**src/rtl/tdm_ber_tester.sv**
```systemverilog
module tdm_ber_tester #(
  parameter int STRW = 4,
  parameter int CHW = 5,
  parameter logic [14:0] SEED = 15'h5A3C
) (
  input  logic            clk,
  input  logic            rst_n,
  input  logic            tx_start,
  input  logic [STRW-1:0] tx_strm_sel,
  input  logic [CHW-1:0]  tx_ch_first,
  input  logic [CHW:0]    tx_ch_count,
  input  logic            tx_slot_vld,
  input  logic [STRW-1:0] tx_slot_strm,
  input  logic [CHW-1:0]  tx_slot_ch,
  output logic            tx_ins,
  output logic [7:0]      tx_byte,
  input  logic            rx_start,
  input  logic [STRW-1:0] rx_strm_sel,
  input  logic [CHW-1:0]  rx_ch_first,
  input  logic [CHW:0]    rx_ch_count,
  input  logic            rx_slot_vld,
  input  logic [STRW-1:0] rx_slot_strm,
  input  logic [CHW-1:0]  rx_slot_ch,
  input  logic [7:0]      rx_byte,
  output logic            rx_lock,
  output logic [15:0]     err_cnt
);

  function automatic logic [14:0] adv8(input logic [14:0] s);
    logic [14:0] t;
    t = s;
    for (int i = 0; i < 8; i++) t = {t[13:0], t[14] ^ t[13]};
    return t;
  endfunction

  function automatic logic [3:0] ones8(input logic [7:0] v);
    logic [3:0] n;
    n = '0;
    for (int i = 0; i < 8; i++) n = n + {3'b000, v[i]};
    return n;
  endfunction

  function automatic logic in_win(input logic [CHW-1:0] ch, input logic [CHW-1:0] first,
                                  input logic [CHW:0] cnt);
    logic [CHW:0] d, n;
    d = {1'b0, ch} - {1'b0, first};
    n = (cnt == '0) ? {{CHW{1'b0}}, 1'b1} : cnt;
    return (ch >= first) && (d < n);
  endfunction

  logic        tx_start_q, rx_start_q, tx_run, rx_run;
  logic [14:0] tx_st, rx_ref;
  logic        tx_rise, rx_rise, rx_hit;
  logic [7:0]  rx_diff;
  logic [16:0] cnt_sum;
  logic [15:0] cnt_next;

  assign tx_rise = tx_start & ~tx_start_q;
  assign rx_rise = rx_start & ~rx_start_q;

  assign tx_ins = tx_run & tx_start & tx_slot_vld & (tx_slot_strm == tx_strm_sel)
                & in_win(tx_slot_ch, tx_ch_first, tx_ch_count);
  assign tx_byte = tx_ins ? tx_st[14:7] : 8'h00;

  assign rx_hit = rx_run & rx_start & rx_slot_vld & (rx_slot_strm == rx_strm_sel)
                & in_win(rx_slot_ch, rx_ch_first, rx_ch_count);
  assign rx_diff  = rx_byte ^ rx_ref[14:7];
  assign cnt_sum  = {1'b0, err_cnt} + {13'd0, ones8(rx_diff)};
  assign cnt_next = cnt_sum[16] ? 16'hFFFF : cnt_sum[15:0];

  always_ff @(posedge clk or negedge rst_n) begin
    if (!rst_n) begin
      tx_start_q <= 1'b0;
      tx_run     <= 1'b0;
      tx_st      <= SEED;
    end else begin
      tx_start_q <= tx_start;
      if (tx_rise) begin
        tx_run <= 1'b1;
        tx_st  <= SEED;
      end else if (!tx_start) begin
        tx_run <= 1'b0;
      end else if (tx_ins) begin
        tx_st <= adv8(tx_st);
      end
    end
  end

  always_ff @(posedge clk or negedge rst_n) begin
    if (!rst_n) begin
      rx_start_q <= 1'b0;
      rx_run     <= 1'b0;
      rx_lock    <= 1'b0;
      rx_ref     <= SEED;
      err_cnt    <= '0;
    end else begin
      rx_start_q <= rx_start;
      if (rx_rise) begin
        rx_run  <= 1'b1;
        rx_lock <= 1'b0;
        err_cnt <= '0;
        rx_ref  <= adv8(SEED);
      end else if (!rx_start) begin
        rx_run  <= 1'b0;
        rx_lock <= 1'b0;
      end else if (rx_hit) begin
        if (!rx_lock) begin
          if (rx_byte == SEED[14:7]) rx_lock <= 1'b1;
        end else begin
          err_cnt <= cnt_next;
          rx_ref  <= adv8(rx_ref);
        end
      end
    end
  end


  tx_stop_chk: assert property (@(posedge clk) disable iff (!rst_n)
    !tx_start |-> !tx_ins);


  lock_needs_slot_chk: assert property (@(posedge clk) disable iff (!rst_n)
    (!rx_lock && !rx_hit) |=> !rx_lock);


  no_count_unlocked_chk: assert property (@(posedge clk) disable iff (!rst_n)
    (!rx_lock && !rx_rise) |=> $stable(err_cnt));


  sat_hold_chk: assert property (@(posedge clk) disable iff (!rst_n)
    (err_cnt == 16'hFFFF && !rx_rise) |=> err_cnt == 16'hFFFF);


  no_wrap_chk: assert property (@(posedge clk) disable iff (!rst_n)
    !rx_rise |=> err_cnt >= $past(err_cnt));


  restart_clear_chk: assert property (@(posedge clk) disable iff (!rst_n)
    rx_rise |=> (err_cnt == 16'd0 && !rx_lock));

endmodule

```
**config.mk**
```make
export PLATFORM = sky130hd
export DESIGN_NAME = tdm_ber_tester
export DESIGN_NICKNAME = d
export VERILOG_FILES = /design/src/rtl/tdm_ber_tester.sv
export SDC_FILE = /design/constraint.sdc
export NUM_CORES = 1
export LEC_CHECK = 0
export ABC_CLOCK_PERIOD_IN_PS = 4810
export BUFFER_PORTS_ARGS = -buffer_cell sky130_fd_sc_hd__buf_2
export CAP_MARGIN = 10
export CORE_ASPECT_RATIO = 0.75
export CORE_UTILIZATION = 55
export DETAILED_ROUTE_END_ITERATION = 10
export GPL_TIMING_DRIVEN = 0
export PLACE_DENSITY = 0.78
export SYNTH_ARGS = -nofsm -noshare
export SYNTH_HDL_FRONTEND = slang
export SYNTH_SLANG_ARGS = --single-unit
```
**constraint.sdc**
```tcl
create_clock -name clk -period 4.81 [get_ports clk]
set_input_delay 0.481 -clock clk [delete_from_list [all_inputs] [get_ports clk]]
set_output_delay 0.481 -clock clk [all_outputs]
set_load 0.02 [all_outputs]
```
==> impl_metrics.json, run 1 <==
{
  "final_util_pct": 67.35,
  "crit_slowest_cell": "dfstp_2",
  "htree_num_levels": 2,
  "cp_top_family": "adder cells",
  "viasPerCell": 5.923,
  "postCtsSetupBuffers": 0,
  "yosysSeqAreaShare_pct": 33.06,
  "synth_most_common_cell": "inv_1",
  "io_pins": 88,
  "cts-buffers-inserted": 5,
  "antenna_left": 0,
  "crit_top_cell": "fa_1",
  "crit_type": "reg2reg",
  "status": "finished, final reports clean",
  "synth-seq-cells": 51,
  "n_fill_cell": 537,
  "hold_violations": 0,
  "synth_flop_cell": "dfrtp_1",
  "cp_cell_sequence": "xor2_1 > fa_1 > fa_1 > inv_1 > fa_1 > fa_1 > inv_1 > fa_1 > a21o_1 > a31oi_2 > nor3_2 > o311ai_0 > o21ai_0",
  "leakage_nw": 2.097,
  "cts_sinks": 51,
  "ff_latch_area_sq_um": 1296,
  "min_period_over_period_pct": 93.45,
  "synth_area_leaders": "dfrtp_1, dfstp_2, ha_1",
  "wirelength_mm": 9.186,
  "timing.final.crit_period_ps": 4495,
  "postSynthAreaPerCell_sq_um": 9.779,
  "grtUsageTotal_pct": 26.09,
  "num_rows": 26,
  "io_buffers": 87,
  "drt_iter0_markers": 193,
  "relSlewSlack_pct": 54.33,
  "clkSlewWorstSetupHoldPaths_ps": 100,
  "ys_async_sr_fraction_pct": 100.0,
  "powerDensity_nw_per_um2": 223.4,
  "drv_cap": 0,
  "setup_tns_ps": 0,
  "yosysWarningCount": 0,
  "worst-path-stages": 13,
  "gp_congestion": 0.8734,
  "route.detailed.drc": 0,
  "crit_required_ps": 4990,
  "critPathMaxStageDelay_ps": 610,
  "instances_no_fill": 595,
  "synth_fp_nets": 496,
  "fin_nets": 591,
  "area_growth_pct": 17.90,
  "worst_pin_slew_ps": 679.9,
  "multiInputGateArea_sq_um": 2391,
  "start_kind": "flip-flop",
  "layout-drive-gt1-share_pct": 26.76,
  "path_buf_inv": 2,
  "syn_area_sq_um": 3921,
  "design.core.area_sq_um": 6864,
  "yosysUniqueCellTypes": 61,
  "skew_ps": 11.77,
  "diodes": 0,
  "hold_path_class": "in2async",
  "post-place-ws_ps": 45.01,
  "dp_cells": 586,
  "fp.dieW_um": 99.50,
  "synth_edf_count": 0,
  "slew_violations": 0,
  "root_buffer": "clkbuf_8",
  "die_area_sq_um": 7475,
  "postSynthCellCount": 401,
  "synth_top_cell_area_share_pct": 22.34,
  "dpl.hpwl_mm": 7.018,
  "tritoncts": "built",
  "max_freq_mhz": 222.5,
  "rsz0062_at_grt": "no",
  "route.vias.total": 3524,
  "rr_worst_depth": 13,
  "grt_start_max_net_pins": 52,
  "die_h_um": 75.13,
  "antenna_found_initial": 0,
  "grt-ovfl-total": 0,
  "worstSkewPairLatency_ps": 310,
  "cp_max_fo": 9,
  "wire_per_inst_um": 15.44,
  "setup_violations": 0,
  "endpoint_kind": "flip-flop",
  "clock_path_buffers": 2,
  "start_util_pct": 57.13,
  "peakVddDrop_mv": 0.1304,
  "first_global_vias": 3309,
  "dr.pass1.iters": 5,
  "grt_first_pass_wirelength_mm": 15.46,
  "critPathArrivalTime_ps": 4680,
  "netlist_top_cells_count": "inv_1, dfrtp_1, ha_1",
  "yosys.area.top_type": "dfrtp_1",
  "holdBufCountCts": 0,
  "fin_ws_ps": 315.0
}
where the power goes:
| group | internal (mW) | total (mW) | switching [mW] |
|---|---|---|---|
| logic | 0.120 | 0.255 | 0.135 |
| clock network | 0.148 | 0.296 | 0.149 |
| registers | 0.456 | 0.481 | 0.0247 |
placed cells by master, fill, tap and decap left out, types with 4 or more instances in the layout:
cell,Yosys,routed
a31oi_1,19,18
o311ai_0,4,4
buf_6,6,6
a22o_1,7,7
o22a_1,6,6
ha_1,26,26
clkbuf_8,0,6
nor2b_1,6,6
nand3_1,5,5
fa_1,7,7
and2_1,12,12
xnor2_1,25,25
inv_1,37,37
dfstp_2,16,16
and4_1,4,4
clkbuf_1,9,9
nand2_1,12,12
nor3_1,8,7
o21ai_0,11,11
o21a_1,5,5
nand4_1,11,11
a211oi_1,6,6
a21o_1,9,9
a2bb2oi_1,5,5
xor2_1,14,14
o211ai_1,11,11
o2111ai_1,4,4
buf_2,1,88
nor2_1,13,13
a21oi_1,12,12
o31ai_1,4,4
a311oi_1,8,8
dfrtp_1,35,35
what timing repair did:
action / in CTS / in global routing
hold endpoints to repair: 0 / 0
endpoints found under the setup margin: 0 / 9
gates resized for setup: 0 / 2
final cells by class:
| type | instances | share of cell area (%) |
|---|---|---|
| multi-input cells | 297 | 51.72 |
| flip-flops and latches | 51 | 28.04 |
| well taps | 98 | 2.652 |
| repair buffers | 88 | 9.851 |
| inverters | 37 | 3.004 |
| plain buffers | 16 | 2.300 |
| clock inverters | 1 | 0.1083 |
| clock buffers | 7 | 2.327 |
metal layers:
| metal | share of wire [%] | GRT usage, % | up-vias |
|---|---|---|---|
| met3 | 6.5 | 4.550 | 14 |
| met1 | 49 | 38.35 | 1659 |
| met5 | 0 | 0 | - |
| met4 | 1.3 | 8.007 | 0 |
| met2 | 43 | 39.51 | 154 |
| li1 | - | - | 1697 |
final timing paths:
kind                                             from                      to  slack [ps]
worst max-delay path            rx_ref[9]$_DFFE_PN1P_  err_cnt[8]$_DFFE_PN0P_         310
worst min-delay path                            rst_n  err_cnt[6]$_DFFE_PN0P_         160
worst max register to register  rx_ref[9]$_DFFE_PN1P_  err_cnt[8]$_DFFE_PN0P_         310
worst min register to register   rx_start_q$_DFF_PN0_      rx_run$_DFFE_PN0P_         490
max in group asynchronous                       rst_n   rx_ref[5]$_DFFE_PN1P_        4020
min in group clk                             rx_start    rx_start_q$_DFF_PN0_         360
per-stage QoR:
stage	hold slack, ps	power, mW	area [sq um]
6_report	155.1	1.033	4623
3_3_place_gp	463.5	0.7313	4479
3_5_place_dp	467.2	0.7392	4479
4_1_cts	358.7	1.034	4592
2_1_floorplan	185.4	0.6570	3921
5_1_grt	200.8	1.093	4623
state kept, by name, indices dropped and copies added, names as in the netlist:
name        flops
rx_start_q      1
rx_run          1
rx_lock         1
err_cnt        16
rx_ref         15
tx_st          15
tx_start_q      1
tx_run          1
cells by family after synthesis:
kind of cell	Yosys count	share of synthesized area (%)
simple gates	92	14.04
compound gates	133	26.07
xor+xnor	39	8.711
buf+inv	53	6.254
flops	51	33.06
fa+ha+maj	33	11.87
Power figures use the tool's default switching activity.
==> run 2: changes to the inputs <==
Settings changed: ABC_AREA set to 1, CORE_UTILIZATION 55 to 56, PLACE_DENSITY 0.78 to 0.79.
==> impl_metrics.json, run 2 <==
{
  "yosysUniqueCellTypes": 32,
  "ys_async_sr_fraction_pct": 100.0,
  "power_switching_mw": 0.7239,
  "hold_violations": 0,
  "grt_first_pass_wirelength_mm": 16.75,
  "layout_commonest_cell": "nand2_1",
  "start_util_pct": 59.53,
  "antenna_found_initial": 0,
  "postCtsSetupBuffers": 0,
  "top_regs": "err_cnt: 16 flops, rx_ref: 15 flops, tx_st: 15 flops",
  "yosysWarningCount": 0,
  "die_h_um": 76.85,
  "grt-ovfl-total": 0,
  "cp_cell_sequence": "xor2_1 > fa_1 > fa_1 > inv_1 > fa_1 > fa_1 > inv_1 > fa_1 > nand3_1 > nand2_1 > nand4_1 > buf_2 > nand3_1 > nand2_1 > inv_1 > nand2_1 > nand2_1",
  "synth-seq-cells": 51,
  "post-place-ws_ps": 527.0,
  "fp.dieW_um": 101.8,
  "postSynthAreaPerCell_sq_um": 6.714,
  "grt_start_max_net_pins": 52,
  "mostFrequentLayoutCells": "nand2_1, inv_1, buf_2, nand3_1, nor2_1",
  "relSlewSlack_pct": 62.24,
  "worst-path-stages": 17,
  "num_rows": 26,
  "holdBufCountCts": 0,
  "layout-drive-gt1-share_pct": 19.61,
  "wire_per_inst_um": 11.95,
  "dr.pass1.iters": 4,
  "crit_top_cell": "fa_1",
  "cp_max_fo": 10,
  "route.detailed.drc": 0,
  "grtUsageTotal_pct": 26.86,
  "crit_type": "reg2reg",
  "intPower_mw": 1.086,
  "synth_edf_count": 0,
  "synth_most_common_cell": "nand2_1",
  "gp_congestion": 0.8814,
  "wirelength_mm": 9.767,
  "cts-buffers-inserted": 5,
  "cts_resized": 0,
  "clock_path_buffers": 2,
  "critPathMaxStageDelay_ps": 600,
  "critPathArrivalTime_ps": 4520,
  "cts_sinks": 51,
  "clkSlewWorstSetupHoldPaths_ps": 100,
  "yosys.area.top_type": "dfrtp_1",
  "postSynthCellCount": 623,
  "largest_register_ff_count": 16,
  "comb_power_share_pct": 48.5,
  "timing.final.crit_period_ps": 4277,
  "pwr-share-clk_pct": 17.5,
  "endpoint_kind": "flip-flop",
  "tritoncts": "built",
  "setup_violations": 0,
  "netSwitchingFraction_pct": 39.99,
  "root_buffer": "clkbuf_8",
  "pwr-share-seq_pct": 34.0,
  "worst_pin_slew_ps": 566.4,
  "netlist_top_cells_count": "nand2_1, inv_1, nand3_1",
  "slew_violations": 0,
  "crit_required_ps": 5060,
  "crit_slowest_cell": "dfstp_2",
  "path_buf_inv": 4,
  "min_period_over_period_pct": 88.92,
  "synth_fp_nets": 718,
  "io_pins": 88,
  "cp_top_family": "adder cells",
  "first_global_vias": 3723,
  "syn_area_sq_um": 4183,
  "worstSkewPairLatency_ps": 310,
  "area_growth_pct": 16.63,
  "powerDensity_nw_per_um2": 371.0,
  "largest-register": "err_cnt",
  "fin_ws_ps": 533.1,
  "r2r_slack_ps": 530,
  "synth_flop_cell": "dfrtp_1",
  "start_kind": "flip-flop",
  "max_freq_mhz": 233.8,
  "htree_num_levels": 2,
  "design.core.area_sq_um": 7027,
  "stdcell_area_sq_um": 4878,
  "setup_tns_ps": 0,
  "die_area_sq_um": 7822,
  "placed_area_sq_um": 4741,
  "hold_path_class": "in2async",
  "rr_worst_depth": 17,
  "fin_nets": 813,
  "route.vias.total": 4090,
  "viasPerCell": 5.006,
  "antenna_left": 0,
  "reg2reg_to": "err_cnt[15]$_DFFE_PN0P_",
  "dpl.hpwl_mm": 7.409,
  "r2r_start": "rx_ref[9]$_DFFE_PN1P_",
  "synth_top_cell_area_share_pct": 20.94,
  "skew_ps": 10.86,
  "synth_area_leaders": "dfrtp_1, nand2_1, dfstp_2",
  "peakVddDrop_mv": 0.2020,
  "yosysSeqAreaShare_pct": 30.99,
  "leakage_nw": 2.891,
  "drt_iter0_markers": 242,
  "status": "finished, final reports clean",
  "diodes": 0,
  "rsz0062_at_grt": "no",
  "drv_cap": 0,
  "io_buffers": 87
}
## run 2: cell count changes after synthesis, sizes merged, moves of 9 or more
cell and change:
nand2 +195, and2 -14, or2 +9, a31oi -19
inv +61, o21ai -9, o211ai -11, nand3 +73
nor2 +41, xnor2 -9
## run 2: kinds of logic after synthesis
| logic type | count (synthesis) | synth area share (%) |
|---|---|---|
| simple gates | 367 | 37.30 |
| compound gates | 30 | 3.889 |
| flops | 51 | 30.99 |
| buf+inv | 116 | 11.25 |
| xor+xnor | 26 | 5.444 |
| fa+ha+maj | 33 | 11.13 |
## run 2: worst max-delay path by stage
stage	to	startpoint	slack (ps)
floorplan	err_cnt[13]$_DFFE_PN0P_	rx_ref[9]$_DFFE_PN1P_	950
global placement	err_cnt[10]$_DFFE_PN0P_	rx_byte[0]	560
detailed placement	err_cnt[15]$_DFFE_PN0P_	rx_byte[0]	530
CTS	err_cnt[15]$_DFFE_PN0P_	rx_ref[9]$_DFFE_PN1P_	540
global route	err_cnt[13]$_DFFE_PN0P_	rx_ref[9]$_DFFE_PN1P_	230
finish	err_cnt[15]$_DFFE_PN0P_	rx_ref[9]$_DFFE_PN1P_	530
## run 2: area by class of cell
type,count,area (sq um)
Multi-Input combinational cell,456,2416
Inverter,98,367.9
Fill cell,631,2148
Clock inverter,2,35.03
Tap cell,98,122.6
Buffer,18,102.6
Clock buffer,6,82.58
Sequential cell,51,1296
Timing Repair Buffer,88,455.4
## run 2: per-layer routing
| layer | vias to the layer above | share of wire, % | track usage (%) |
|---|---|---|---|
| met3 | 9 | 6.4 | 3.282 |
| met4 | 0 | 0.84 | 5.362 |
| met1 | 1823 | 49 | 38.59 |
| met5 | - | 0 | 0 |
| met2 | 140 | 44 | 43.38 |
| li1 | 2118 | - | - |
## run 2: stage by stage
step / std cells / util (%) / hold WS, ps / power (mW)
floorplan: 623 / - / 185.4 / 1.281
global placement: 808 / 67.47 / 464.4 / 1.458
detailed placement: 808 / 67.47 / 463.9 / 1.491
CTS: 816 / 69.14 / 291.6 / 1.812
global route: 817 / 69.43 / 151.5 / 1.985
finish: 817 / 69.43 / 118.3 / 1.810
## run 2: power by group through the flow
stage	sequential (mW)	combinational (mW)	clock, mW
3_3_place_gp	0.617	0.841	0
4_1_cts	0.614	0.877	0.321
5_1_grt	0.629	1.02	0.334
6_report	0.615	0.878	0.317
3_5_place_dp	0.621	0.870	0
2_1_floorplan	0.625	0.655	0
==> run 3: changes to the inputs <==
Settings changed: CORE_UTILIZATION 56 to 57, CTS_BUF_LIST set to sky130_fd_sc_hd__clkbuf_4, PLACE_DENSITY 0.79 to 0.8.
==> impl_metrics.json, run 3 (synthesis results as in run 2) <==
{
  "area_growth_pct": 15.26,
  "setup_violations": 0,
  "r2r_slack_ps": 420,
  "reg2reg_to": "err_cnt[15]$_DFFE_PN0P_",
  "ff_latch_area_sq_um": 1296,
  "start_util_pct": 60.08,
  "cp_top_family": "adder cells",
  "route.detailed.drc": 0,
  "critPathMaxStageDelay_ps": 620,
  "fp.dieW_um": 100.9,
  "leakage_nw": 2.867,
  "post-place-ws_ps": 483.4,
  "gp_congestion": 0.9026,
  "crit_top_cell": "fa_1",
  "drv_cap": 0,
  "skew_ps": 12.30,
  "cts_sinks": 51,
  "grt-ovfl-total": 0,
  "diodes": 0,
  "min_period_over_period_pct": 91.17,
  "n_fill_cell": 615,
  "powerDensity_nw_per_um2": 352.6,
  "slew_violations": 0,
  "max_freq_mhz": 228.0,
  "path_buf_inv": 4,
  "wirelength_mm": 9.972,
  "route.vias.total": 4173,
  "clock_path_buffers": 2,
  "crit_type": "reg2reg",
  "cts_resized": 0,
  "io_buffers": 87,
  "grt_first_pass_wirelength_mm": 17.31,
  "first_global_vias": 3981,
  "timing.final.crit_period_ps": 4385,
  "postCtsSetupBuffers": 0,
  "wire_per_inst_um": 12.21,
  "largest-register": "err_cnt",
  "mostFrequentLayoutCells": "nand2_1, inv_1, buf_2, nand3_1, nor2_1",
  "multiInputGateArea_sq_um": 2416,
  "dp_cells": 808,
  "final_util_pct": 69.25,
  "cp_cell_sequence": "xor2_1 > fa_1 > fa_1 > inv_1 > fa_1 > fa_1 > inv_1 > fa_1 > nand3_1 > nand2_1 > nand4_1 > buf_2 > nand3_1 > nand2_1 > inv_1 > nand2_1 > nand2_1",
  "r2r_start": "rx_ref[9]$_DFFE_PN1P_",
  "clkSlewWorstSetupHoldPaths_ps": 150,
  "die_h_um": 76.19,
  "cts-buffers-inserted": 5,
  "root_buffer": "clkbuf_4",
  "holdWs_ps": 41.38,
  "status": "finished, final reports clean",
  "worst_pin_slew_ps": 527.6,
  "instances_no_fill": 817,
  "rr_worst_depth": 17,
  "cp_max_fo": 10,
  "endpoint_kind": "flip-flop",
  "crit_slowest_cell": "dfstp_2",
  "layout_commonest_cell": "nand2_1",
  "worstSkewPairLatency_ps": 360,
  "tritoncts": "built",
  "crit_required_ps": 5110,
  "hold_path_class": "in2async",
  "grt_start_max_net_pins": 52,
  "num_rows": 26,
  "htree_num_levels": 2,
  "antenna_found_initial": 0,
  "io_pins": 88,
  "rsz0062_at_grt": "no",
  "viasPerCell": 5.108,
  "die_area_sq_um": 7688,
  "dr.pass1.iters": 5,
  "peakVddDrop_mv": 0.2197,
  "fin_nets": 813,
  "antenna_left": 0,
  "top_regs": "err_cnt: 16 flops, rx_ref: 15 flops, tx_st: 15 flops",
  "grtUsageTotal_pct": 27.65,
  "drt_iter0_markers": 259,
  "layout-drive-gt1-share_pct": 19.61,
  "relSlewSlack_pct": 64.83,
  "critPathArrivalTime_ps": 4690,
  "setup_tns_ps": 0,
  "dpl.hpwl_mm": 7.539,
  "start_kind": "flip-flop",
  "design.core.area_sq_um": 6962,
  "hold_violations": 0,
  "fin_ws_ps": 424.9,
  "holdBufCountCts": 0,
  "largest_register_ff_count": 16
}
## run 3: cell types whose count changed in the layout (fill, tap and decap cells not counted), sizes merged
cell | before | now
clkinv | 1 | 0
bufinv | 1 | 0
clkbuf | 9 | 11
## run 3: metal layers
layer / vias up / share of wire, % / routed length [um] / global-route usage [%]
met2: 167 / 45 / 4478 / 45.07
met5: - / 0 / 0 / 0
met1: 1870 / 48 / 4773 / 38.93
met3: 14 / 6.3 / 630 / 4.587
li1: 2122 / - / - / -
met4: 0 / 0.89 / 89 / 5.507
## run 3: where the power goes
| group | total, mW | internal (mW) | leakage [nW] | switching, mW |
|---|---|---|---|---|
| Clock | 0.207 | 0.0756 | 0.0368 | 0.132 |
| Combinational | 0.877 | 0.386 | 2.20 | 0.491 |
| Sequential | 0.616 | 0.530 | 0.629 | 0.0852 |
## run 3: layout make-up
cell class / instances / area share [%]
well taps: 98 / 2.543
inverters: 98 / 7.630
repair buffers: 88 / 9.447
plain buffers: 18 / 2.128
multi-input cells: 456 / 50.12
flip-flops and latches: 51 / 26.89
clock buffers: 8 / 1.246
## run 3: stage by stage
stage | instance area [sq um] | power [mW]
4_1_cts | 4801 | 1.707
6_report | 4821 | 1.700
5_1_grt | 4821 | 1.882
3_5_place_dp | 4741 | 1.492
2_1_floorplan | 4183 | 1.281
3_3_place_gp | 4741 | 1.457
## run 3: how the worst max path moves through the flow
| stage | slack (ps) | start | endpoint | cells after the start |
|---|---|---|---|---|
| 2_1_floorplan | 950 | rx_ref[9]$_DFFE_PN1P_ | err_cnt[13]$_DFFE_PN0P_ | 17 |
| 3_3_place_gp | 570 | rx_byte[0] | err_cnt[13]$_DFFE_PN0P_ | 18 |
| 3_5_place_dp | 480 | rx_byte[0] | err_cnt[13]$_DFFE_PN0P_ | 18 |
| 4_1_cts | 470 | rx_ref[9]$_DFFE_PN1P_ | err_cnt[15]$_DFFE_PN0P_ | 17 |
| 5_1_grt | 200 | rx_ref[9]$_DFFE_PN1P_ | err_cnt[13]$_DFFE_PN0P_ | 17 |
| 6_report | 420 | rx_ref[9]$_DFFE_PN1P_ | err_cnt[15]$_DFFE_PN0P_ | 17 |
